File: src/rtl/hex_timer_pkg.sv
package hex_timer_pkg;
  typedef enum logic [1:0] {
    FLD_CTRL = 2'd0,
    FLD_RUN  = 2'd1,
    FLD_RLD  = 2'd2,
    FLD_CNT  = 2'd3
  } tmr_fld_e;

  localparam logic [7:0]  ADDR_CLC   = 8'h00;
  localparam logic [7:0]  ADDR_ID    = 8'h08;
  localparam logic [7:0]  ADDR_IEN   = 8'hF4;
  localparam logic [7:0]  ADDR_CAP   = 8'hFC;
  localparam logic [31:0] ID_WORD    = 32'h0000_5900;
  localparam logic [31:0] CTRL_KEEP  = 32'h0000_05C4;
  localparam logic [31:0] CLC_KEEP   = 32'h0000_0111;
  localparam logic [31:0] CLC_RESET  = 32'h0000_0001;
  localparam int          CLC_OFF    = 0;
  localparam int          CLC_WAKE   = 4;
  localparam int          RUN_GO     = 0;
  localparam int          RUN_LOAD   = 2;
  localparam int          PAIR_STEP  = 32;
  localparam int          GROUP_BASE = 16;
  localparam int          ODD_SKEW   = 4;
endpackage

File: src/rtl/hex_timer_dec.sv
module hex_timer_dec
  import hex_timer_pkg::*;
#(
  parameter int N_TMR = 6
) (
  input  logic [7:0]       addr,
  output logic             hit_clc,
  output logic             hit_id,
  output logic             hit_ien,
  output logic             hit_cap,
  output logic [N_TMR-1:0] hit_tmr,
  output tmr_fld_e         fld
);
  logic [N_TMR-1:0][1:0] fld_each;

  assign hit_clc = (addr == ADDR_CLC);
  assign hit_id  = (addr == ADDR_ID);
  assign hit_ien = (addr == ADDR_IEN);
  assign hit_cap = (addr == ADDR_CAP);

  for (genvar i = 0; i < N_TMR; i++) begin : g_tmr
    localparam logic [8:0] BASE = 9'(GROUP_BASE + (i / 2) * PAIR_STEP + (i % 2) * ODD_SKEW);
    logic [8:0] diff;
    assign diff        = {1'b0, addr} - BASE;
    assign hit_tmr[i]  = ~diff[8] && (diff[7:5] == 3'd0) && (diff[2:0] == 3'd0);
    assign fld_each[i] = diff[4:3];
  end

  always_comb begin
    fld = FLD_CTRL;
    for (int i = 0; i < N_TMR; i++) begin
      if (hit_tmr[i]) fld = tmr_fld_e'(fld_each[i]);
    end
  end
endmodule

File: src/rtl/hex_timer_chan.sv
module hex_timer_chan
  import hex_timer_pkg::*;
#(
  parameter int CNT_W = 32
) (
  input  logic             clk,
  input  logic             rst_n,
  input  logic             active,
  input  logic             wr_ctrl,
  input  logic             wr_run,
  input  logic             wr_rld,
  input  logic [31:0]      wdata,
  output logic [31:0]      ctrl_q,
  output logic             run_q,
  output logic [CNT_W-1:0] rld_q,
  output logic [CNT_W-1:0] cnt_q,
  output logic             wrap_o
);
  logic tick;
  logic load_req;
  logic at_zero;

  assign load_req = wr_run && wdata[RUN_LOAD];
  assign tick     = active && run_q;
  assign at_zero  = (cnt_q == '0);
  assign wrap_o   = tick && at_zero && !load_req;

  always_ff @(posedge clk) begin
    if (!rst_n) begin
      ctrl_q <= '0;
      run_q  <= 1'b0;
      rld_q  <= '0;
      cnt_q  <= '0;
    end else begin
      if (wr_ctrl) ctrl_q <= wdata & CTRL_KEEP;
      if (wr_rld)  rld_q  <= wdata[CNT_W-1:0];
      if (wr_run)  run_q  <= wdata[RUN_GO];
      if (load_req)      cnt_q <= rld_q;
      else if (tick)     cnt_q <= at_zero ? rld_q : cnt_q - 1'b1;
    end
  end
endmodule

File: src/rtl/hex_timer_irq.sv
module hex_timer_irq #(
  parameter int N_TMR = 6
) (
  input  logic             clk,
  input  logic             rst_n,
  input  logic             wr_ien,
  input  logic             wr_cap,
  input  logic [N_TMR-1:0] wbits,
  input  logic [N_TMR-1:0] wrap,
  output logic [N_TMR-1:0] en_q,
  output logic [N_TMR-1:0] cap_q,
  output logic [N_TMR-1:0] irq
);
  logic [N_TMR-1:0] clr;

  assign clr = wr_cap ? wbits : '0;
  assign irq = cap_q & en_q;

  always_ff @(posedge clk) begin
    if (!rst_n) begin
      en_q  <= '0;
      cap_q <= '0;
    end else begin
      if (wr_ien) en_q <= wbits;
      cap_q <= (cap_q & ~clr) | wrap;
    end
  end
endmodule

File: src/rtl/hex_timer_unit.sv
module hex_timer_unit
  import hex_timer_pkg::*;
#(
  parameter int N_PAIRS = 3,
  parameter int CNT_W   = 32
) (
  input  logic                 clk,
  input  logic                 rst_n,
  input  logic                 bus_en,
  input  logic                 bus_we,
  input  logic [7:0]           bus_addr,
  input  logic [31:0]          bus_wdata,
  output logic [31:0]          bus_rdata,
  output logic [2*N_PAIRS-1:0] irq_o
);
  localparam int N_TMR = 2 * N_PAIRS;

  logic                        hit_clc, hit_id, hit_ien, hit_cap;
  logic [N_TMR-1:0]            hit_tmr;
  tmr_fld_e                    fld;
  logic                        wr_any, wr_ok, active;
  logic [31:0]                 clc_q;
  logic [N_TMR-1:0][31:0]      ctrl_q;
  logic [N_TMR-1:0]            run_q;
  logic [N_TMR-1:0][CNT_W-1:0] rld_q;
  logic [N_TMR-1:0][CNT_W-1:0] cnt_q;
  logic [N_TMR-1:0]            wrap;
  logic [N_TMR-1:0]            en_q, cap_q;

  assign wr_any = bus_en && bus_we;
  assign wr_ok  = wr_any && !clc_q[CLC_OFF];
  assign active = !clc_q[CLC_OFF] && clc_q[CLC_WAKE];

  hex_timer_dec #(.N_TMR(N_TMR)) u_dec (
    .addr    (bus_addr),
    .hit_clc (hit_clc),
    .hit_id  (hit_id),
    .hit_ien (hit_ien),
    .hit_cap (hit_cap),
    .hit_tmr (hit_tmr),
    .fld     (fld)
  );

  always_ff @(posedge clk) begin
    if (!rst_n)                  clc_q <= CLC_RESET;
    else if (wr_any && hit_clc)  clc_q <= bus_wdata & CLC_KEEP;
  end

  for (genvar i = 0; i < N_TMR; i++) begin : g_chan
    hex_timer_chan #(.CNT_W(CNT_W)) u_chan (
      .clk     (clk),
      .rst_n   (rst_n),
      .active  (active),
      .wr_ctrl (wr_ok && hit_tmr[i] && (fld == FLD_CTRL)),
      .wr_run  (wr_ok && hit_tmr[i] && (fld == FLD_RUN)),
      .wr_rld  (wr_ok && hit_tmr[i] && (fld == FLD_RLD)),
      .wdata   (bus_wdata),
      .ctrl_q  (ctrl_q[i]),
      .run_q   (run_q[i]),
      .rld_q   (rld_q[i]),
      .cnt_q   (cnt_q[i]),
      .wrap_o  (wrap[i])
    );
  end

  hex_timer_irq #(.N_TMR(N_TMR)) u_irq (
    .clk    (clk),
    .rst_n  (rst_n),
    .wr_ien (wr_ok && hit_ien),
    .wr_cap (wr_ok && hit_cap),
    .wbits  (bus_wdata[N_TMR-1:0]),
    .wrap   (wrap),
    .en_q   (en_q),
    .cap_q  (cap_q),
    .irq    (irq_o)
  );

  always_comb begin
    bus_rdata = '0;
    if (bus_en && !bus_we) begin
      if (hit_clc)      bus_rdata = clc_q;
      else if (hit_id)  bus_rdata = ID_WORD;
      else if (hit_ien) bus_rdata[N_TMR-1:0] = en_q;
      else if (hit_cap) bus_rdata[N_TMR-1:0] = cap_q;
      else begin
        for (int i = 0; i < N_TMR; i++) begin
          if (hit_tmr[i]) begin
            case (fld)
              FLD_CTRL: bus_rdata = ctrl_q[i];
              FLD_RUN:  bus_rdata[0] = run_q[i];
              FLD_RLD:  bus_rdata[CNT_W-1:0] = rld_q[i];
              default:  bus_rdata[CNT_W-1:0] = cnt_q[i];
            endcase
          end
        end
      end
    end
  end
endmodule

File: config.mk
export PLATFORM = sky130hd
export DESIGN_NAME = hex_timer_unit
export DESIGN_NICKNAME = d
export VERILOG_FILES = /design/src/rtl/hex_timer_pkg.sv /design/src/rtl/hex_timer_dec.sv /design/src/rtl/hex_timer_chan.sv /design/src/rtl/hex_timer_irq.sv /design/src/rtl/hex_timer_unit.sv
export SDC_FILE = /design/constraint.sdc
export NUM_CORES = 1
export LEC_CHECK = 0
export ABC_CLOCK_PERIOD_IN_PS = 3950
export BUFFER_PORTS_ARGS = -buffer_cell sky130_fd_sc_hd__buf_2
export CAP_MARGIN = 25
export CORE_ASPECT_RATIO = 2
export CORE_MARGIN = 2
export CORE_UTILIZATION = 30
export DETAILED_ROUTE_END_ITERATION = 7
export HOLD_SLACK_MARGIN = 0.06
export MAX_ROUTING_LAYER = met4
export PLACE_DENSITY = 0.5
export SETUP_SLACK_MARGIN = 0.4
export SYNTH_ARGS = -nofsm -noshare
export SYNTH_HDL_FRONTEND = slang
export SYNTH_SLANG_ARGS = --single-unit
File: constraint.sdc
create_clock -name clk -period 3.95 [get_ports clk]
set_clock_uncertainty 0.2 [all_clocks]
set_input_delay 0.395 -clock clk [delete_from_list [all_inputs] [get_ports clk]]
set_output_delay 0.395 -clock clk [all_outputs]
set_load 0.005 [all_outputs]
==> results of run 1 <==
[cell usage after synthesis, drive strengths merged, types with 28 or more instances]
cell,n
nand2,737
a21oi,507
dfxtp,435
nor2,371
o21ai,198
clkbuf,157
mux2i,104
nor3,103
nand3,102
buf,97
nor4,69
o22ai,64
a22oi,40
or3,38
and2,35
a211oi,33
inv,29
nand4,28
[power groups by stage]
| stage | clock, uW | sequential [uW] | combinational [uW] |
|---|---|---|---|
| 3_5_place_dp | 0 | 4480 | 572 |
| 4_1_cts | 4920 | 4380 | 694 |
| 6_report | 4880 | 4380 | 750 |
| 3_3_place_gp | 0 | 4480 | 573 |
| 2_1_floorplan | 0 | 4480 | 243 |
| 5_1_grt | 5060 | 4380 | 756 |
[routing by layer]
| metal | up-vias | wire, um | share of wire |
|---|---|---|---|
| li1 | 13300 | - | - |
| met1 | 14300 | 49500 | 0.33 |
| met2 | 1383 | 71400 | 0.48 |
| met3 | 623 | 8330 | 0.056 |
| met4 | 0 | 19600 | 0.13 |
| met5 | - | 0 | 0 |
[per-stage QoR]
stage / setup TNS [ns] / cell area [sq um] / power (uW) / hold slack [ns]
floorplan: 0 / 25100 / 4730 / 0.236
detailed placement: -6.32 / 29400 / 5060 / 0.256
global placement: -4.26 / 29400 / 5060 / 0.253
finish: -0.0551 / 33800 / 10000 / 0.0930
CTS: 0 / 33000 / 10000 / 0.0732
global route: -0.894 / 33800 / 10200 / 0.0951
[kinds of logic after synthesis]
family | Yosys count
AND/OR/NAND/NOR | 1580
flip-flops | 435
AO/OA/AOI/OAI | 1060
multiplexers | 109
XOR/XNOR | 8
adder cells (fa/ha/maj) | 16
buffers and inverters | 283
[worst max-delay path, stage by stage]
cell        delay (ns)
buf_8             0.08
clkinvlp_4        0.09
ha_4              0.19
nor2b_4           0.12
nor3_2            0.06
or4_4             0.58
a31o_4            0.30
nand2_8           0.11
buf_6             0.11
buf_8             0.12
mux2i_4           0.36
buf_6             0.15
o22ai_4           0.07
nor4_2            0.30
nor2_1            0.10
buf_4             0.15
buf_6             0.10
[flip-flops by register name, indices dropped and copies added (netlist names)]
name,flops
u_irq.en_q,6
u_irq.cap_q,6
g_chan.u_chan.rld_q,192
g_chan.u_chan.run_q,6
g_chan.u_chan.ctrl_q,30
clc_q,3
g_chan.u_chan.cnt_q,192
[repair_timing]
item                                    4_1_cts  5_1_grt
hold buffers                                 26        0
resized for setup                           241      102
buffers inserted                             42       28
pin swaps                                    47       42
gates cloned                                  6        3
hold endpoints to repair                    142        0
endpoints found under the setup margin       52       93
[worst max-delay path by stage]
stage | start | endpoint | slack (ns) | cells after the start
floorplan | bus_addr[3] | bus_rdata[7] | 0.41 | 16
global placement | bus_addr[4] | bus_rdata[15] | -0.37 | 16
detailed placement | bus_addr[4] | bus_rdata[15] | -0.40 | 16
CTS | bus_addr[3] | bus_rdata[15] | 0.03 | 17
global route | bus_addr[3] | bus_rdata[13] | -0.09 | 18
finish | bus_addr[3] | bus_rdata[15] | -0.03 | 17
[layout make-up]
class | instances | area, sq um | share of cell area
antenna | 3 | 7.51 | 0.000222
clock buffer | 68 | 1430 | 0.0423
clock inverter | 13 | 193 | 0.00570
inverter | 29 | 128 | 0.00378
multi-input combinational | 2774 | 16400 | 0.486
sequential | 435 | 8710 | 0.258
tap | 1057 | 1320 | 0.0391
timing repair buffer | 606 | 5580 | 0.165
==> summary.md, run 1 <==
| Metric | Value |
|---|---|
| Most frequent cells in the layout | `nand2_1 (724), a21oi_1 (448), dfxtp_1 (433)` |
| Htree depth | `2` |
| Fillers | `8474` |
| WHS Endpoint | `clc_q[0]$_SDFFE_PN1P_` |
| Comb pwr share | `0.075` |
| Worst-path clk slew | `0.06 ns` |
| Top FF cell, synth | `dfxtp_1` |
| Met2 Usage GRT | `0.583` |
| GRT Total Usage | `0.347` |
| Worst Setup Slack, final | `-0.0335 ns` |
| Psw | `2550 uW` |
| Pwr dens | `296 nW/um^2` |
| Final Cycle Share | `1.01` |
| Tmin final | `3.98 ns` |
| Met3 Resource Use GR | `0.0450` |
| Yosys warns | `0` |
| Simple-gate area share of the yosys netlist | `0.286` |
| Reg2reg path depth | `10` |
| Remaining DRCs | `0` |
| Synth Area in Compound Gates | `0.258` |
| Final Non-Filler Cells | `4985` |
| Pint | `7460 uW` |
| Area Growth Syn to Fin | `36.0%` |
| Main combinational cell family by area after synthesis | `simple AND/OR/NAND/NOR gates` |
| Fraction of registers with async set/reset | `0` |
| Startpoint Class | `input pin` |
| Nets | `3952` |
| CP Data Required Time | `3.36 ns` |
| Max Clk Rate | `0.251 GHz` |
| Placed Cells | `4794` |
| DIE HEIGHT | `411 um` |
| Die Width | `207 um` |
| Final setup viols | `4` |
| Met1 global-route usage | `0.337` |
| Post-DRT Antenna Nets | `0` |
| CTS max path bufs | `3` |
| Slew @ Worst Pin | `1.06 ns` |
| R2R Path End | `g_chan[1].u_chan.cnt_q[25]$_SDFFE_PN0P_` |
| Vias in the first global route | `28300` |
| DRT Pass-1 Iters | `5` |
| Share of layout cells above drive strength 1 | `0.241` |
| Clk_lat worst skew | `0.62 ns` |
| DR WL/cell | `29.9 um` |
| Hold path start | `bus_en` |
| Avg Vias per Cell | `5.95` |
| Clock sinks | `435` |
| Initial Util | `0.302` |
| Initial antenna violation count | `4` |
| 1st-iter DRT viols | `3042` |
| Fin. Hold Viols | `0` |
| Worst slew margin | `0.295` |
| PortBufs | `81` |
| Yosys reg bits | `435` |
| Clk pwr share | `0.487` |
| Status | `finished, violations left` |
| Yosys top cell area share | `0.351` |
| Xor and xnor area share after synthesis | `0.00282` |
| Row count | `149` |
| Cell taking the most area after synthesis | `dfxtp_1` |
| Leakage power | `0.0121 uW` |
| Global-route wire length before repair | `208 mm` |
| Hold Path Class | `input pin to register` |
| Reg2reg start | `g_chan[1].u_chan.cnt_q[10]$_SDFFE_PN0P_` |
| Sequential power share | `0.438` |
| Failing checks | `negative setup slack` |
| Setup CP Type | `input pin to output pin` |
| Vias | `29600` |
| CTS Buf Count | `46` |
| Gate Count Post-Synth | `3491` |
| Sequential share of the synthesized area | `0.351` |
| Post-DP HPWL | `111 mm` |
| Clock Tree Root | `clkbuf_16` |
| Max-cap check violation count | `0` |
| Worst Hold Path Cells | `4` |
| Mapped cell area | `24800 sq um` |
| Critical Path AT | `3.39 ns` |
| Commonest non-fill, non-tap cell in the layout | `nand2_1` |
| Core area | `82200 sq um` |
| Most Crowded Layer GR | `met2` |
| GPL Wtd Cong | `1.03` |
| IO Pins | `82` |
| Unrepaired setup endpoints after global routing | `true` |
| Adder-cell share of the synthesized area | `0.00806` |
| Syn Nets | `3551` |
| Post-synth EDFFs | `0` |
| Largest net degree at the start of global routing | `148` |
| GRT overflow | `0` |
| Max-slew violations | `0` |
| Worst vdd ir | `0.226 mV` |
| Final Core Density | `0.411` |
| Routed Wire Length | `149 mm` |
| Worst slack at placement | `-0.402 ns` |
| Net Sw Frac | `0.255` |
| CTS tree | `yes` |
| Setup crit end kind | `output pin` |
| Top post-synthesis cells by area | `dfxtp_1 (35%), nand2_1 (11%), a21oi_1 (10%), nor2_1 (5.6%), mux2i_1 (4.2%)` |
| Yosys cell types | `96` |
| Die area | `85200 sq um` |
| R2R setup slack | `0.44 ns` |
| Mux cell area share after synthesis | `0.0442` |
| Crit path max fanout | `5` |
| Syn_area_per_cell | `7.11 sq um` |
Power figures use the tool's default switching activity.
==> run 2, diff against run 1 <==
--- a/config.mk
+++ b/config.mk
@@ -5,16 +5,15 @@
 export SDC_FILE = /design/constraint.sdc
 export NUM_CORES = 1
 export LEC_CHECK = 0
-export ABC_CLOCK_PERIOD_IN_PS = 3950
+export ABC_CLOCK_PERIOD_IN_PS = 3900
 export BUFFER_PORTS_ARGS = -buffer_cell sky130_fd_sc_hd__buf_2
-export CAP_MARGIN = 25
 export CORE_ASPECT_RATIO = 2
 export CORE_MARGIN = 2
 export CORE_UTILIZATION = 30
 export DETAILED_ROUTE_END_ITERATION = 7
 export HOLD_SLACK_MARGIN = 0.06
 export MAX_ROUTING_LAYER = met4
-export PLACE_DENSITY = 0.5
+export PLACE_DENSITY = 0.48
 export SETUP_SLACK_MARGIN = 0.4
 export SYNTH_ARGS = -nofsm -noshare
 export SYNTH_HDL_FRONTEND = slang
==> constraint.sdc (replaced) <==
create_clock -name clk -period 3.9 [get_ports clk]
set_clock_uncertainty 0.2 [all_clocks]
set_input_delay 0.39 -clock clk [delete_from_list [all_inputs] [get_ports clk]]
set_output_delay 0.39 -clock clk [all_outputs]
set_load 0.005 [all_outputs]
==> run 2 against run 1 <==
  * The flow still finishes with violations (negative setup slack)
  * Power up 1.5%
  * Wire length is 1.5% higher
  * Clock power up 2%
  * Cell count fell by 0.38%
  * Clock-buffer cell count shrank 7
  * Critical path depth decreased by 1
  * Design area fell by 0.60%
  * Critical path type unchanged
==> summary.md, run 2 (same netlist as run 1, synthesis figures left out) <==
| Metric | Value |
|---|---|
| Status | `finished, violations left` |
| Failing checks | `negative setup slack` |
| PortBufs | `81 (unchanged)` |
| Vias in the first global route | `28700 (+1.1%)` |
| Clock Tree Root | `clkbuf_16` |
| CTS max path bufs | `3 (unchanged)` |
| Placed Cells | `4760 (-0.71%)` |
| GRT overflow | `0 (unchanged)` |
| Post-DRT Antenna Nets | `0 (unchanged)` |
| Nets | `3923 (-0.73%)` |
| Critical Path AT | `3.33 ns (-0.06 ns)` |
| Area Growth Syn to Fin | `35.2%` |
| Max-cap check violation count | `0 (unchanged)` |
| Worst vdd ir | `0.286 mV (+26%)` |
| Final setup viols | `2 (-2)` |
| Worst Setup Slack, final | `-0.0184 ns (+0.0151 ns)` |
| Final Cycle Share | `1.00` |
| Core area | `82200 sq um (unchanged)` |
| Vias | `29700 (+0.28%)` |
| Leakage power | `0.0119 uW (-1.2%)` |
| CTS tree | `yes` |
| GPL Wtd Cong | `1.05 (+1.4%)` |
| Final Non-Filler Cells | `4966 (-0.38%)` |
| Worst slew margin | `0.268 (-0.0267)` |
| Worst path cell trace | `buf_12 -> inv_8 -> ha_4 -> nor2b_4 -> o21a_1 -> or4_4 -> a31o_4 -> nand2_8 -> buf_16 -> buf_16 -> mux2i_4 -> o22ai_1 -> nor4_2 -> buf_4 -> nor2_1 -> buf_2` |
| Initial antenna violation count | `8 (+4)` |
| Pwr dens | `303 nW/um^2 (+2.1%)` |
| DIE HEIGHT | `411 um (unchanged)` |
| CP delay by family, top | `simple AND/OR/NAND/NOR gates` |
| Row count | `149 (unchanged)` |
| Setup crit end kind | `output pin` |
| DR WL/cell | `30.4 um (+1.9%)` |
| Leading registers by flop count | `g_chan.u_chan.cnt_q (192), g_chan.u_chan.rld_q (192), g_chan.u_chan.ctrl_q (30)` |
| Commonest non-fill, non-tap cell in the layout | `nand2_1` |
| Setup CP Type | `input pin to output pin` |
| Share of layout cells above drive strength 1 | `0.230 (-0.0106)` |
| Most frequent cells in the layout | `nand2_1 (725), a21oi_1 (461), dfxtp_1 (435)` |
| Unrepaired setup endpoints after global routing | `true` |
| DRT Pass-1 Iters | `6 (+1)` |
| Critical Path Most Common Cell | `buf_16` |
| 1st-iter DRT viols | `2901 (-4.6%)` |
| Die Width | `207 um (unchanged)` |
| IO Pins | `82 (unchanged)` |
| Avg Vias per Cell | `5.99 (+0.66%)` |
| Hold_ws | `0.0896 ns (-0.00337 ns)` |
| Cell area after layout | `33600 sq um (-0.60%)` |
| Crit path buf inv count | `6 (-1)` |
| Post-DP HPWL | `113 mm (+2.1%)` |
| Die area | `85200 sq um (unchanged)` |
| GRT Total Usage | `0.352 (+0.00520)` |
| Fin. Hold Viols | `0 (unchanged)` |
| Largest net degree at the start of global routing | `113 (-24%)` |
| Initial Util | `0.302 (unchanged)` |
| Routed Wire Length | `151 mm (+1.5%)` |
| R2R setup slack | `0.46 ns (+0.02 ns)` |
| CP Data Required Time | `3.31 ns (-0.05 ns)` |
| Startpoint Class | `input pin` |
| CTS Buf Count | `45 (-2.2%)` |
| Worst path slowest cell | `or4_4` |
| Clock sinks | `435 (unchanged)` |
| Max-slew violations | `0 (unchanged)` |
| Max Clk Rate | `0.255 GHz` |
| Crit path max fanout | `7 (+2)` |
| Hold Path Class | `input pin to register` |
| Worst-path clk slew | `0.06 ns (about the same)` |
| Max incr delay on CP | `0.46 ns (-0.12 ns)` |
| Global-route wire length before repair | `211 mm (+1.4%)` |
| Tmin final | `3.92 ns` |
| Remaining DRCs | `0 (unchanged)` |
| Area post-placement | `29100 sq um (-1.3%)` |
| Slew @ Worst Pin | `1.09 ns (+0.0361 ns)` |
| Worst slack at placement | `-0.457 ns (-0.0547 ns)` |
| Clk_lat worst skew | `0.62 ns (about the same)` |
| Htree depth | `2 (unchanged)` |
run 2: cell count changes in the layout (fill, tap and decap cells not counted), sizes merged:
| cell | previous run | this run |
|---|---|---|
| dlygate4sd3 | 26 | 31 |
| clkinvlp | 2 | 5 |
| bufinv | 5 | 8 |
| clkinv | 7 | 8 |
| buf | 577 | 541 |
| diode | 3 | 11 |
| bufbuf | 0 | 2 |
| clkbuf | 71 | 65 |
| inv | 28 | 29 |
| a31o | 3 | 2 |
| nand2 | 737 | 738 |
run 2: report_power, final:
part           switching [uW]  internal [uW]  leakage, uW
logic                     490            278      0.00766
registers              0.0249           4440      0.00350
clock network            2110           2850     0.000781
run 2: worst min-delay path: stages:
cell	delay, ns
buf_2	0.12
nand3_1	0.19
mux2i_1	0.10
nand2_1	0.06
run 2: path summary, 6_finish.rpt:
kind,end,depth (start not counted),from
hold reg to reg,u_irq.cap_q[3]$_SDFF_PN0_,2,u_irq.cap_q[3]$_SDFF_PN0_
setup reg to reg,g_chan[1].u_chan.cnt_q[26]$_SDFFE_PN0P_,10,g_chan[1].u_chan.cnt_q[10]$_SDFFE_PN0P_
hold / removal,clc_q[0]$_SDFFE_PN1P_,4,bus_we
setup / recovery,bus_rdata[19],16,bus_addr[5]
run 2: what timing repair did:
item	CTS	global route
buffers inserted	46	22
endpoints found under the hold margin	148	0
gates cloned	8	6
hold buffers	31	0
setup endpoints to repair	58	81
pin swaps	58	51
resized for setup	230	115
run 2: metrics by stage:
stage                      util  TNS (ns)  power [uW]
after detailed placement  0.354     -7.82        5100
after global placement    0.354     -5.99        5100
final                     0.408   -0.0210       10200
after global routing      0.408    -0.380       10400
after CTS                 0.398         0       10200
after floorplan               -         0        4790
run 2: cell type report:
class                      instances  area (sq um)
antenna                           11          27.5
clock buffer                      61          1290
clock inverter                    21           319
fill                            8486         48600
inverter                          29           138
multi-input combinational       2774         16400
sequential                       435          8710
tap                             1057          1320
timing repair buffer             578          5380
run 2: routing by layer:
layer	wire length [um]	vias to the layer above	part of all wire	GRT usage
met1	49400	14300	0.33	0.328
met5	0	-	0	-
met2	74200	1502	0.49	0.605
li1	-	13300	-	-
met4	18600	0	0.12	0.350
met3	8860	640	0.059	0.0581
